<file path="config.mk">
export PLATFORM = sky130hd
export DESIGN_NAME = qdac_load_if
export DESIGN_NICKNAME = d
export VERILOG_FILES = /design/src/rtl/qdac_pkg.sv /design/src/rtl/qdac_sync.sv /design/src/rtl/qdac_frame_rx.sv /design/src/rtl/qdac_ccode.sv /design/src/rtl/qdac_regs.sv /design/src/rtl/qdac_load_if.sv
export SDC_FILE = /design/constraint.sdc
export NUM_CORES = 1
export LEC_CHECK = 0
export BUFFER_PORTS_ARGS = -buffer_cell sky130_fd_sc_hd__buf_2
export CAP_MARGIN = 20
export CORE_ASPECT_RATIO = 0.5
export CORE_UTILIZATION = 55
export DETAILED_ROUTE_END_ITERATION = 6
export HOLD_SLACK_MARGIN = 0.03
export PLACE_DENSITY_LB_ADDON = 0.3
export SYNTH_ARGS = -nofsm -noshare
export SYNTH_HDL_FRONTEND = slang
export SYNTH_SLANG_ARGS = --single-unit
</file>
<file path="constraint.sdc">
create_clock -name clk_i -period 2.53 [get_ports clk_i]
set_input_delay 0.1265 -clock clk_i [delete_from_list [all_inputs] [get_ports clk_i]]
set_output_delay 0.1265 -clock clk_i [all_outputs]
set_load 0.03 [all_outputs]
</file>
<file path="src/rtl/qdac_pkg.sv">
package qdac_pkg;
  localparam int HEAD_W = 4;
  localparam int CMD_W  = 4;
  localparam int ADDR_W = 4;
  localparam int TAIL_W = 4;

  localparam logic [CMD_W-1:0] CMD_WR      = 4'd0;
  localparam logic [CMD_W-1:0] CMD_UPD     = 4'd1;
  localparam logic [CMD_W-1:0] CMD_WR_ALL  = 4'd2;
  localparam logic [CMD_W-1:0] CMD_WR_UPD  = 4'd3;
  localparam logic [CMD_W-1:0] CMD_CCODE   = 4'd5;

  typedef enum logic [1:0] {
    CC_ZERO = 2'd0,
    CC_MID  = 2'd1,
    CC_FULL = 2'd2,
    CC_RSVD = 2'd3
  } ccode_e;
endpackage

</file>
<file path="src/rtl/qdac_sync.sv">
module qdac_sync #(
  parameter int          W       = 1,
  parameter logic [W-1:0] RST_VAL = '0
) (
  input  logic         clk_i,
  input  logic         rst_ni,
  input  logic [W-1:0] d_i,
  output logic [W-1:0] q_o
);
  logic [W-1:0] s1_q, s2_q;

  always_ff @(posedge clk_i or negedge rst_ni) begin
    if (!rst_ni) begin
      s1_q <= RST_VAL;
      s2_q <= RST_VAL;
    end else begin
      s1_q <= d_i;
      s2_q <= s1_q;
    end
  end

  assign q_o = s2_q;
endmodule

</file>
<file path="src/rtl/qdac_frame_rx.sv">
module qdac_frame_rx #(
  parameter int FW     = 32,
  parameter int HEAD_W = 4,
  parameter int BODY_W = 24
) (
  input  logic              clk_i,
  input  logic              rst_ni,
  input  logic              active_i,
  input  logic              fall_i,
  input  logic              dat_i,
  output logic              vld_o,
  output logic [BODY_W-1:0] body_o
);
  localparam int CNT_W = $clog2(FW + 1);
  localparam logic [CNT_W-1:0] BODY_LO = CNT_W'(HEAD_W);
  localparam logic [CNT_W-1:0] BODY_HI = CNT_W'(HEAD_W + BODY_W);
  localparam logic [CNT_W-1:0] LAST    = CNT_W'(FW - 1);
  localparam logic [CNT_W-1:0] FULL    = CNT_W'(FW);

  logic [CNT_W-1:0]  cnt_q;
  logic [BODY_W-1:0] sh_q;
  logic              in_body;

  assign in_body = (cnt_q >= BODY_LO) && (cnt_q < BODY_HI);

  always_ff @(posedge clk_i or negedge rst_ni) begin
    if (!rst_ni) begin
      cnt_q <= '0;
      sh_q  <= '0;
    end else if (!active_i) begin
      cnt_q <= '0;
    end else if (fall_i && (cnt_q < FULL)) begin
      cnt_q <= cnt_q + 1'b1;
      if (in_body) sh_q <= {sh_q[BODY_W-2:0], dat_i};
    end
  end

  // head and tail bits are only counted; body is frozen after its last bit
  assign vld_o  = active_i && fall_i && (cnt_q == LAST);
  assign body_o = sh_q;
endmodule

</file>
<file path="src/rtl/qdac_ccode.sv">
module qdac_ccode
  import qdac_pkg::*;
(
  input  logic       clk_i,
  input  logic       rst_ni,
  input  logic       wr_i,
  input  logic [1:0] val_i,
  output logic [1:0] code_o
);
  ccode_e code_q;

  always_ff @(posedge clk_i or negedge rst_ni) begin
    if (!rst_ni) begin
      code_q <= CC_ZERO;
    end else if (wr_i && (ccode_e'(val_i) != CC_RSVD)) begin
      code_q <= ccode_e'(val_i);
    end
  end

  assign code_o = code_q;
endmodule

</file>
<file path="src/rtl/qdac_regs.sv">
module qdac_regs
  import qdac_pkg::*;
#(
  parameter int DW  = 16,
  parameter int NCH = 4
) (
  input  logic              clk_i,
  input  logic              rst_ni,
  input  logic              start_mid_i,
  input  logic              vld_i,
  input  logic [CMD_W-1:0]  cmd_i,
  input  logic [ADDR_W-1:0] addr_i,
  input  logic [DW-1:0]     data_i,
  input  logic              upd_low_i,
  input  logic              upd_fall_i,
  input  logic              clr_fall_i,
  input  logic [1:0]        code_i,
  output logic [NCH*DW-1:0] dac_o
);
  localparam logic [DW-1:0]     MID_VAL  = {1'b1, {(DW-1){1'b0}}};
  localparam logic [DW-1:0]     FULL_VAL = {DW{1'b1}};
  localparam logic [ADDR_W-1:0] ADDR_ALL = {ADDR_W{1'b1}};

  logic           init_q;
  logic [NCH-1:0] sel;
  logic           any_sel;
  logic [DW-1:0]  clr_val;
  logic [DW-1:0]  start_val;

  always_ff @(posedge clk_i or negedge rst_ni) begin
    if (!rst_ni) init_q <= 1'b1;
    else         init_q <= 1'b0;
  end

  always_comb begin
    for (int c = 0; c < NCH; c++) begin
      sel[c] = (addr_i == ADDR_W'(c)) || (addr_i == ADDR_ALL);
    end
  end
  assign any_sel = |sel;

  always_comb begin
    unique case (ccode_e'(code_i))
      CC_MID:  clr_val = MID_VAL;
      CC_FULL: clr_val = FULL_VAL;
      default: clr_val = '0;
    endcase
  end

  assign start_val = start_mid_i ? MID_VAL : '0;

  for (genvar c = 0; c < NCH; c++) begin : g_ch
    logic [DW-1:0] in_q, in_nxt;
    logic [DW-1:0] out_q, out_nxt;

    always_comb begin
      in_nxt  = in_q;
      out_nxt = out_q;
      if (init_q) begin
        in_nxt  = start_val;
        out_nxt = start_val;
      end else if (clr_fall_i) begin
        in_nxt  = clr_val;
        out_nxt = clr_val;
      end else begin
        if (vld_i && sel[c]) begin
          unique case (cmd_i)
            CMD_WR: begin
              in_nxt = data_i;
              if (upd_low_i) out_nxt = data_i;
            end
            CMD_UPD:    out_nxt = in_q;
            CMD_WR_ALL: in_nxt  = data_i;
            CMD_WR_UPD: begin
              in_nxt  = data_i;
              out_nxt = data_i;
            end
            default: ;
          endcase
        end
        // broadcast update sees this word's write
        if (vld_i && (cmd_i == CMD_WR_ALL) && any_sel) out_nxt = in_nxt;
        if (upd_fall_i) out_nxt = in_nxt;
      end
    end

    always_ff @(posedge clk_i or negedge rst_ni) begin
      if (!rst_ni) begin
        in_q  <= '0;
        out_q <= '0;
      end else begin
        in_q  <= in_nxt;
        out_q <= out_nxt;
      end
    end

    assign dac_o[c*DW +: DW] = out_q;
  end
endmodule

</file>
<file path="src/rtl/qdac_load_if.sv">
module qdac_load_if
  import qdac_pkg::*;
#(
  parameter int DW  = 16,
  parameter int NCH = 4
) (
  input  logic              clk_i,
  input  logic              rst_ni,
  input  logic              start_mid_i,
  input  logic              ser_clk_i,
  input  logic              frame_ni,
  input  logic              ser_dat_i,
  input  logic              upd_ni,
  input  logic              clear_ni,
  output logic [NCH*DW-1:0] dac_o
);
  localparam int BODY_W = CMD_W + ADDR_W + DW;
  localparam int FW     = HEAD_W + BODY_W + TAIL_W;
  localparam int NSYNC  = 5;
  // order: clear, update, frame, serial clock, serial data
  localparam logic [NSYNC-1:0] SYNC_RST = 5'b11100;

  logic [NSYNC-1:0] raw, syn;
  logic clear_s, upd_s, frame_s, ser_clk_s, ser_dat_s;
  logic clear_p_q, upd_p_q, ser_clk_p_q;
  logic ser_fall, upd_fall_raw, upd_fall, clr_fall;
  logic              frame_vld;
  logic [BODY_W-1:0] body;
  logic [1:0]        clr_code;
  logic              code_wr;

  assign raw = {clear_ni, upd_ni, frame_ni, ser_clk_i, ser_dat_i};

  qdac_sync #(.W(NSYNC), .RST_VAL(SYNC_RST)) u_sync (
    .clk_i (clk_i),
    .rst_ni(rst_ni),
    .d_i   (raw),
    .q_o   (syn)
  );

  assign {clear_s, upd_s, frame_s, ser_clk_s, ser_dat_s} = syn;

  always_ff @(posedge clk_i or negedge rst_ni) begin
    if (!rst_ni) begin
      clear_p_q   <= 1'b1;
      upd_p_q     <= 1'b1;
      ser_clk_p_q <= 1'b0;
    end else begin
      clear_p_q   <= clear_s;
      upd_p_q     <= upd_s;
      ser_clk_p_q <= ser_clk_s;
    end
  end

  assign ser_fall     = ser_clk_p_q & ~ser_clk_s;
  assign upd_fall_raw = upd_p_q & ~upd_s;
  assign clr_fall     = clear_p_q & ~clear_s;
  assign upd_fall     = upd_fall_raw & clear_s;

  qdac_frame_rx #(.FW(FW), .HEAD_W(HEAD_W), .BODY_W(BODY_W)) u_rx (
    .clk_i   (clk_i),
    .rst_ni  (rst_ni),
    .active_i(~frame_s),
    .fall_i  (ser_fall),
    .dat_i   (ser_dat_s),
    .vld_o   (frame_vld),
    .body_o  (body)
  );

  assign code_wr = frame_vld && !clr_fall &&
                   (body[BODY_W-1 -: CMD_W] == CMD_CCODE);

  qdac_ccode u_ccode (
    .clk_i (clk_i),
    .rst_ni(rst_ni),
    .wr_i  (code_wr),
    .val_i (body[1:0]),
    .code_o(clr_code)
  );

  qdac_regs #(.DW(DW), .NCH(NCH)) u_regs (
    .clk_i      (clk_i),
    .rst_ni     (rst_ni),
    .start_mid_i(start_mid_i),
    .vld_i      (frame_vld),
    .cmd_i      (body[BODY_W-1 -: CMD_W]),
    .addr_i     (body[DW +: ADDR_W]),
    .data_i     (body[DW-1:0]),
    .upd_low_i  (~upd_s),
    .upd_fall_i (upd_fall),
    .clr_fall_i (clr_fall),
    .code_i     (clr_code),
    .dac_o      (dac_o)
  );
endmodule

</file>
==> reports/qor.yml, run 1 <==
drt_iter0_markers: 550
cts_root_buf: "clkbuf_16"
die_x_um: 170
tns_ps: 0
syn_area_per_cell_um2: 10.4
use_met1: 0.396
use_met2: 0.451
groute.usage.overall: 0.288
grt.busiest_layer: "met2"
grt_setup_unrepaired: "false"
fin_nets: 821
start_kind: "flip-flop"
synth_edf_count: 0
synth_warnings: 0
synth_compound_area_frac: 0.149
cts_tree: "built"
ir_worst_vdd_mv: 0.465
synth_nets: 752
die_h_um: 85.9
ff2ff_setup_slack_ps: 130
fp.coreArea_um2: 13600
timing.final.crit_share: 0.947
end_kind: "flip-flop"
areaGrowthSynthToFinish_pct: 18.2
dp.cells: 977
wl_per_cell_um: 19.7
place_congestion: 0.849
portBuffers: 71
worst-path-max-fanout: 31
setup_slack_ps: 133
stdcell_count: 1015
cts_buffer_depth: 2
hpwl_um: 12500
antenna_found_initial: 0
outcome: "finished, final reports clean"
max_freq_mhz: 417
fin_crit_ps: 2400
reg2reg_from: "u_sync.q_o[1]"
hold_violations: 0
setup_viol: 0
power_mw: 6.31
grt_pass1_vias: 6052
drive_gt1_frac: 0.227
max_cap_violations: 0
p_leak_nw: 4.31
slew_violations: 0
start_util: 0.568
synth_top_family_by_area: "simple AND/OR/NAND/NOR gates"
slew_headroom: 0.502
vias: 6335
worst_clock_skew_ps: 17.3
cp.required_ps: 2850
min_from: "start_mid_i"
clock_latency_ps: 440
hold_end: "u_regs.g_ch[3].in_q[15]"
worstPathArrival_ps: 2720
ys_ff_latch: 174
ios: 72
synth-simple-area-share: 0.175
routed_wirelength_um: 20000
synth-adder-area-share: 0.00485
gr-usage-met3: 0.0521
clk_pin_slew_ps: 70
clock_sinks: 174
grt_pass1_wl_um: 31800
synth_cells: 741
grt_max_degree: 82
drc: 0
die_area_um2: 14600
worst_pin_slew_ps: 746
dpl_worst_slack_ps: -330
crit_type: "reg -> reg"
routed_via_density: 6.24
rr_endpoint: "u_regs.g_ch[2].out_q[4]"
synthArstFlopShare: 1.00
reg2reg_depth: 7
cts_max_level: 4
synth_xor_area_frac: 0.00453
detail-route-antenna-nets: 0
synth_ff_type: "dfrtp_1"
hold_depth: 3
synth_mux_area_frac: 0.0655
rows: 30
gr-total-overflow: 0
synth-seq-area-share: 0.564
power.density_nw_per_um2: 690
final_util: 0.671
drt_pass1_iterations: 6
ys_types: 47
hp-class: "in -> reg"
antennaDiodeCount: 0
synth_area_um2: 7740
numCtsBuffers: 17
-- sequential cells by signal, summed over array words and instances, names as in the netlist --
| name | cells |
|---|---|
| clear_p_q | 1 |
| ser_clk_p_q | 1 |
| u_ccode.code_o | 2 |
| u_regs.g_ch.in_q | 64 |
| u_regs.g_ch.out_q | 64 |
| u_regs.init_q | 1 |
| u_rx.body_o | 24 |
| u_rx.cnt_q | 6 |
| u_sync.q_o | 5 |
| u_sync.s1_q | 5 |
| upd_p_q | 1 |
-- layout by cell type, fill, tap and decap left out, types with 3 or more instances in the layout --
master	count
buf_12	7
buf_2	70
ha_1	3
clkbuf_16	17
clkinv_4	4
nor2_1	27
a21oi_1	23
mux2_2	28
dfstp_2	9
nor2b_1	3
inv_6	3
buf_4	28
o21ai_0	6
nand2_1	168
and2_1	3
nor3_1	5
mux2i_1	18
inv_8	4
or3_1	62
inv_1	4
nand3_1	4
dfrtp_1	165
a31oi_1	46
dlygate4sd3_1	6
nand4_1	3
o31ai_1	3
a32o_1	60
-- how the worst max path moves through the flow --
stage | startpoint | endpoint | slack, ps | cells after the start
final | u_sync.q_o[1] | u_regs.g_ch[2].out_q[4] | 130 | 7
after global routing | u_sync.q_o[1] | u_regs.g_ch[2].out_q[5] | 30 | 6
after CTS | u_sync.q_o[1] | u_regs.g_ch[2].out_q[4] | 5 | 7
after detailed placement | u_rx.cnt_q[0] | u_regs.g_ch[3].out_q[10] | -330 | 8
after global placement | u_rx.cnt_q[0] | u_regs.g_ch[0].out_q[7] | -210 | 7
after floorplan | u_rx.cnt_q[0] | u_regs.g_ch[3].out_q[11] | 270 | 10
-- cell usage after synthesis (all sizes together), types with 3 or more instances --
cell type	count	area share
nand2	168	0.082
a21oi	23	0.015
and2	3	0.0024
nor2b	4	0.0032
dfstp	9	0.031
ha	3	0.0049
o31ai	3	0.0029
nor3	5	0.0032
buf	16	0.011
dfrtp	165	0.53
a32o	60	0.078
mux2i	18	0.023
inv	4	0.0019
nor2	31	0.015
a31oi	46	0.037
clkbuf	47	0.023
o21ai	10	0.0074
nand3	4	0.0026
or3	62	0.050
nand4	3	0.0024
mux2	29	0.042
-- power by group --
group / internal, mW / total [mW] / switching [mW]
Combinational: 0.237 / 0.729 / 0.492
Clock: 1.34 / 2.57 / 1.23
Sequential: 2.93 / 3.01 / 0.0844
Total: 4.51 / 6.31 / 1.81
-- metal layers --
layer	vias up	wire, um	part of all wire
met5	-	0	0
met2	299	9450	0.47
met3	37	1430	0.071
li1	2812	-	-
met4	0	527	0.026
met1	3187	8620	0.43
-- cell families (layout without fill, tap and decap cells) --
kind of cell	count (synthesis)	in the layout
fa+ha+maj	3	3
other cells	1	1
flops	174	174
xor+xnor	4	4
compound gates	151	151
simple gates	294	294
mux	47	47
buf+inv	67	149
-- worst max-delay path: stages (launching register included) --
cell and delay [ps]:
dfrtp_1 430, nor4bb_4 380, nand3_1 220, o21ai_4 290, o21ai_1 150, buf_12 190
or3_1 340, a32o_1 280
-- cell type report --
class	instances	area, um2
fillers	1074	4480
flip-flops and latches	174	4370
multi-input cells	500	3160
repair buffers	113	783
clock buffers	18	439
well taps	192	240
clock inverters	14	146
inverters	4	15.0
-- repair_timing --
| action | CTS | global route |
|---|---|---|
| resized for setup | 4 | 5 |
| setup endpoints to repair | 61 | 61 |
| setup buffers | 0 | 0 |
| hold buffers | 6 | 0 |
| endpoints found under the hold margin | 72 | 0 |
-- through the flow --
step / instance area (um2) / hold WS (ps)
2_1_floorplan: 7740 / -169
3_3_place_gp: 8460 / 181
3_5_place_dp: 8460 / 182
4_1_cts: 9120 / 42.6
5_1_grt: 9150 / 69.2
6_report: 9150 / 64.6
Note: power is estimated with default switching activity, not from simulation.
==> run 2: changes to the inputs <==
--- a/config.mk
+++ b/config.mk
@@ -7,11 +7,12 @@
 export LEC_CHECK = 0
 export BUFFER_PORTS_ARGS = -buffer_cell sky130_fd_sc_hd__buf_2
 export CAP_MARGIN = 20
-export CORE_ASPECT_RATIO = 0.5
+export CORE_ASPECT_RATIO = 0.9
 export CORE_UTILIZATION = 55
 export DETAILED_ROUTE_END_ITERATION = 6
 export HOLD_SLACK_MARGIN = 0.03
 export PLACE_DENSITY_LB_ADDON = 0.3
+export SETUP_SLACK_MARGIN = 0.05
 export SYNTH_ARGS = -nofsm -noshare
 export SYNTH_HDL_FRONTEND = slang
 export SYNTH_SLANG_ARGS = --single-unit
==> run 2 against run 1 <==
Combinational power increased by 1%. Clock-buffer cell count rose by 8. Power grew 0.64%. Sequential power about the same. Setup slack got worse by 31 ps. Critical path type unchanged. Via count increased by 0.93%. Utilization grew 0.17 points. Register-to-register slack worse by 30 ps. Final cell count shrank 2.4%. Largest cell class unchanged. Clock power about the same. Routed wire length rose by 5.8%. Worst hold slack improved by 230 ps.
==> reports/qor.yml, run 2 (synthesis results as in run 1) <==
outcome: "finished, final reports clean"
clock_latency_ps: 430  # about the same
grt_max_degree: 82  # unchanged
detail-route-antenna-nets: 0  # unchanged
cts_root_buf: "clkbuf_16"
grt_pass1_vias: 6049  # -0.050%
setup_slack_ps: 102  # -31.5 ps
place_congestion: 0.886  # +4.4%
power.density_nw_per_um2: 699  # +1.2%
fin_nets: 821  # unchanged
final_cell_mix: "nand2_1 (168), dfrtp_1 (165), buf_2 (70)"
start_util: 0.573  # +0.00473
cp.required_ps: 2840  # about the same
hold_violations: 0  # unchanged
grt.busiest_layer: "met2"
portBuffers: 71  # unchanged
start_kind: "flip-flop"
gr-total-overflow: 0  # unchanged
routed_via_density: 6.45  # +3.4%
max_freq_mhz: 412  # -1.3%
slew_violations: 0  # unchanged
fin_crit_ps: 2430  # +31.5 ps
hpwl_um: 13400  # +7.4%
stdcell_count: 991  # -2.4%
cts_buffer_depth: 2  # unchanged
fillers: 1018  # -5.2%
p_leak_nw: 4.30  # -0.18%
end_kind: "flip-flop"
clk_pin_slew_ps: 60  # about the same
crit_type: "reg -> reg"
crit_path_max_incr_delay_ps: 420  # about the same
clock_sinks: 174  # unchanged
worst_pin_slew_ps: 777  # +31.1 ps
crit_chain: "nor4bb_2 > buf_4 > nand3_1 > o21ai_4 > o21ai_1 > buf_12 > or3_1 > a32o_1"
grt_pass1_wl_um: 33200  # +4.4%
drt_iter0_markers: 781  # +42%
die_area_um2: 14500  # -0.19%
die_h_um: 115  # +33%
rows: 40  # +33%
slew_headroom: 0.482  # -0.0202
use_met1: 0.433  # +0.0374
crit_buf_inv: 2  # +1
gr-usage-met3: 0.0762  # +0.0240
antenna_found_initial: 0  # unchanged
antennaDiodeCount: 0  # unchanged
vias: 6394  # +0.93%
tns_ps: 0  # unchanged
drc: 0  # unchanged
use_met2: 0.449  # -0.00174
groute.usage.overall: 0.306  # +0.0173
numCtsBuffers: 17  # unchanged
timing.final.crit_share: 0.960  # +0.0124
die_x_um: 127  # -25%
setup_viol: 0  # unchanged
worstPathArrival_ps: 2730  # about the same
wl_per_cell_um: 21.4  # +8.4%
areaGrowthSynthToFinish_pct: 17.5
layout_commonest_cell: "nand2_1"
ios: 72  # unchanged
register_area_um2: 4370  # unchanged
routed_wirelength_um: 21200  # +5.8%
drive_gt1_frac: 0.219  # -0.00851
hp-class: "in -> async"
drt_pass1_iterations: 6  # unchanged
grt_setup_unrepaired: "false"
path_delay_family: "simple AND/OR/NAND/NOR gates"
fp.coreArea_um2: 13500  # -0.83%
worst-path-max-fanout: 31  # unchanged
dpl_worst_slack_ps: -23.1  # +307 ps
power_mw: 6.35  # +0.64%
multi_input_area_um2: 3150  # -0.36%
cts_tree: "built"
max_cap_violations: 0  # unchanged
dp.cells: 949  # -2.9%
ir_worst_vdd_mv: 0.557  # +20%
cts_max_level: 4  # unchanged
worst_clock_skew_ps: 8.64  # -8.67 ps
slowest_stage: "dfrtp_1"
==> run 2: cell count changes in the layout (fill, tap and decap cells not counted), sizes merged, moves of 2 or more <==
| cell | delta |
|---|---|
| clkinv | -4 |
| inv | -7 |
| clkbuf | +8 |
| bufinv | +2 |
==> run 2: power by group <==
| part | total (mW) | switching, mW | internal, mW |
|---|---|---|---|
| sequential | 3.02 | 0.0898 | 2.93 |
| combinational | 0.739 | 0.504 | 0.235 |
| clock | 2.59 | 1.04 | 1.56 |
| total | 6.35 | 1.63 | 4.72 |
==> run 2: worst paths after layout <==
| kind | start | to | slack, ps | depth (start not counted) |
|---|---|---|---|---|
| min | rst_ni | u_sync.s1_q[1] | 290 | 2 |
| min in group clk_i | upd_ni | u_sync.s1_q[3] | 340 | 2 |
| max reg2reg | u_sync.q_o[1] | u_regs.g_ch[2].out_q[9] | 100 | 8 |
| min reg2reg | u_sync.s1_q[0] | u_sync.q_o[0] | 350 | 0 |
| max | u_sync.q_o[1] | u_regs.g_ch[2].out_q[9] | 100 | 8 |
| max in group asynchronous | rst_ni | u_regs.g_ch[2].out_q[7] | 1370 | 3 |
==> run 2: area by class of cell <==
cell class                      count  area share
Timing Repair Buffer              113      0.0850
Clock buffer                       26      0.0549
Multi-Input combinational cell    500       0.346
Inverter                            4     0.00165
Clock inverter                      6     0.00936
Sequential cell                   174       0.480
Tap cell                          168      0.0231
==> run 2: through the flow <==
stage / hold WS (ps) / instance area, um2 / utilization
2_1_floorplan: -169 / 7740 / -
3_3_place_gp: 204 / 8380 / 0.620
3_5_place_dp: 214 / 8390 / 0.621
4_1_cts: 329 / 9040 / 0.669
5_1_grt: 338 / 9090 / 0.673
6_report: 294 / 9090 / 0.673
==> run 2: worst register-to-register path, cell delays in order (launching register included) <==
cell      delay (ps)
dfrtp_1          420
nor4bb_2         330
buf_4            200
nand3_1          150
o21ai_4          250
o21ai_1          150
buf_12           190
or3_1            340
a32o_1           280
==> run 2: routing by layer <==
layer | vias up | part of all wire | wire length (um)
met2 | 326 | 0.46 | 9730
met3 | 50 | 0.085 | 1810
met1 | 3208 | 0.43 | 9160
li1 | 2810 | - | -
met4 | 0 | 0.024 | 499
met5 | - | 0 | 0
==> run 2: repair_timing <==
action	CTS	global route
hold buffers	7	0
endpoints found under the setup margin	15	61
setup buffers	0	3
pin swaps	0	1
endpoints found under the hold margin	86	0
resized for setup	1	5
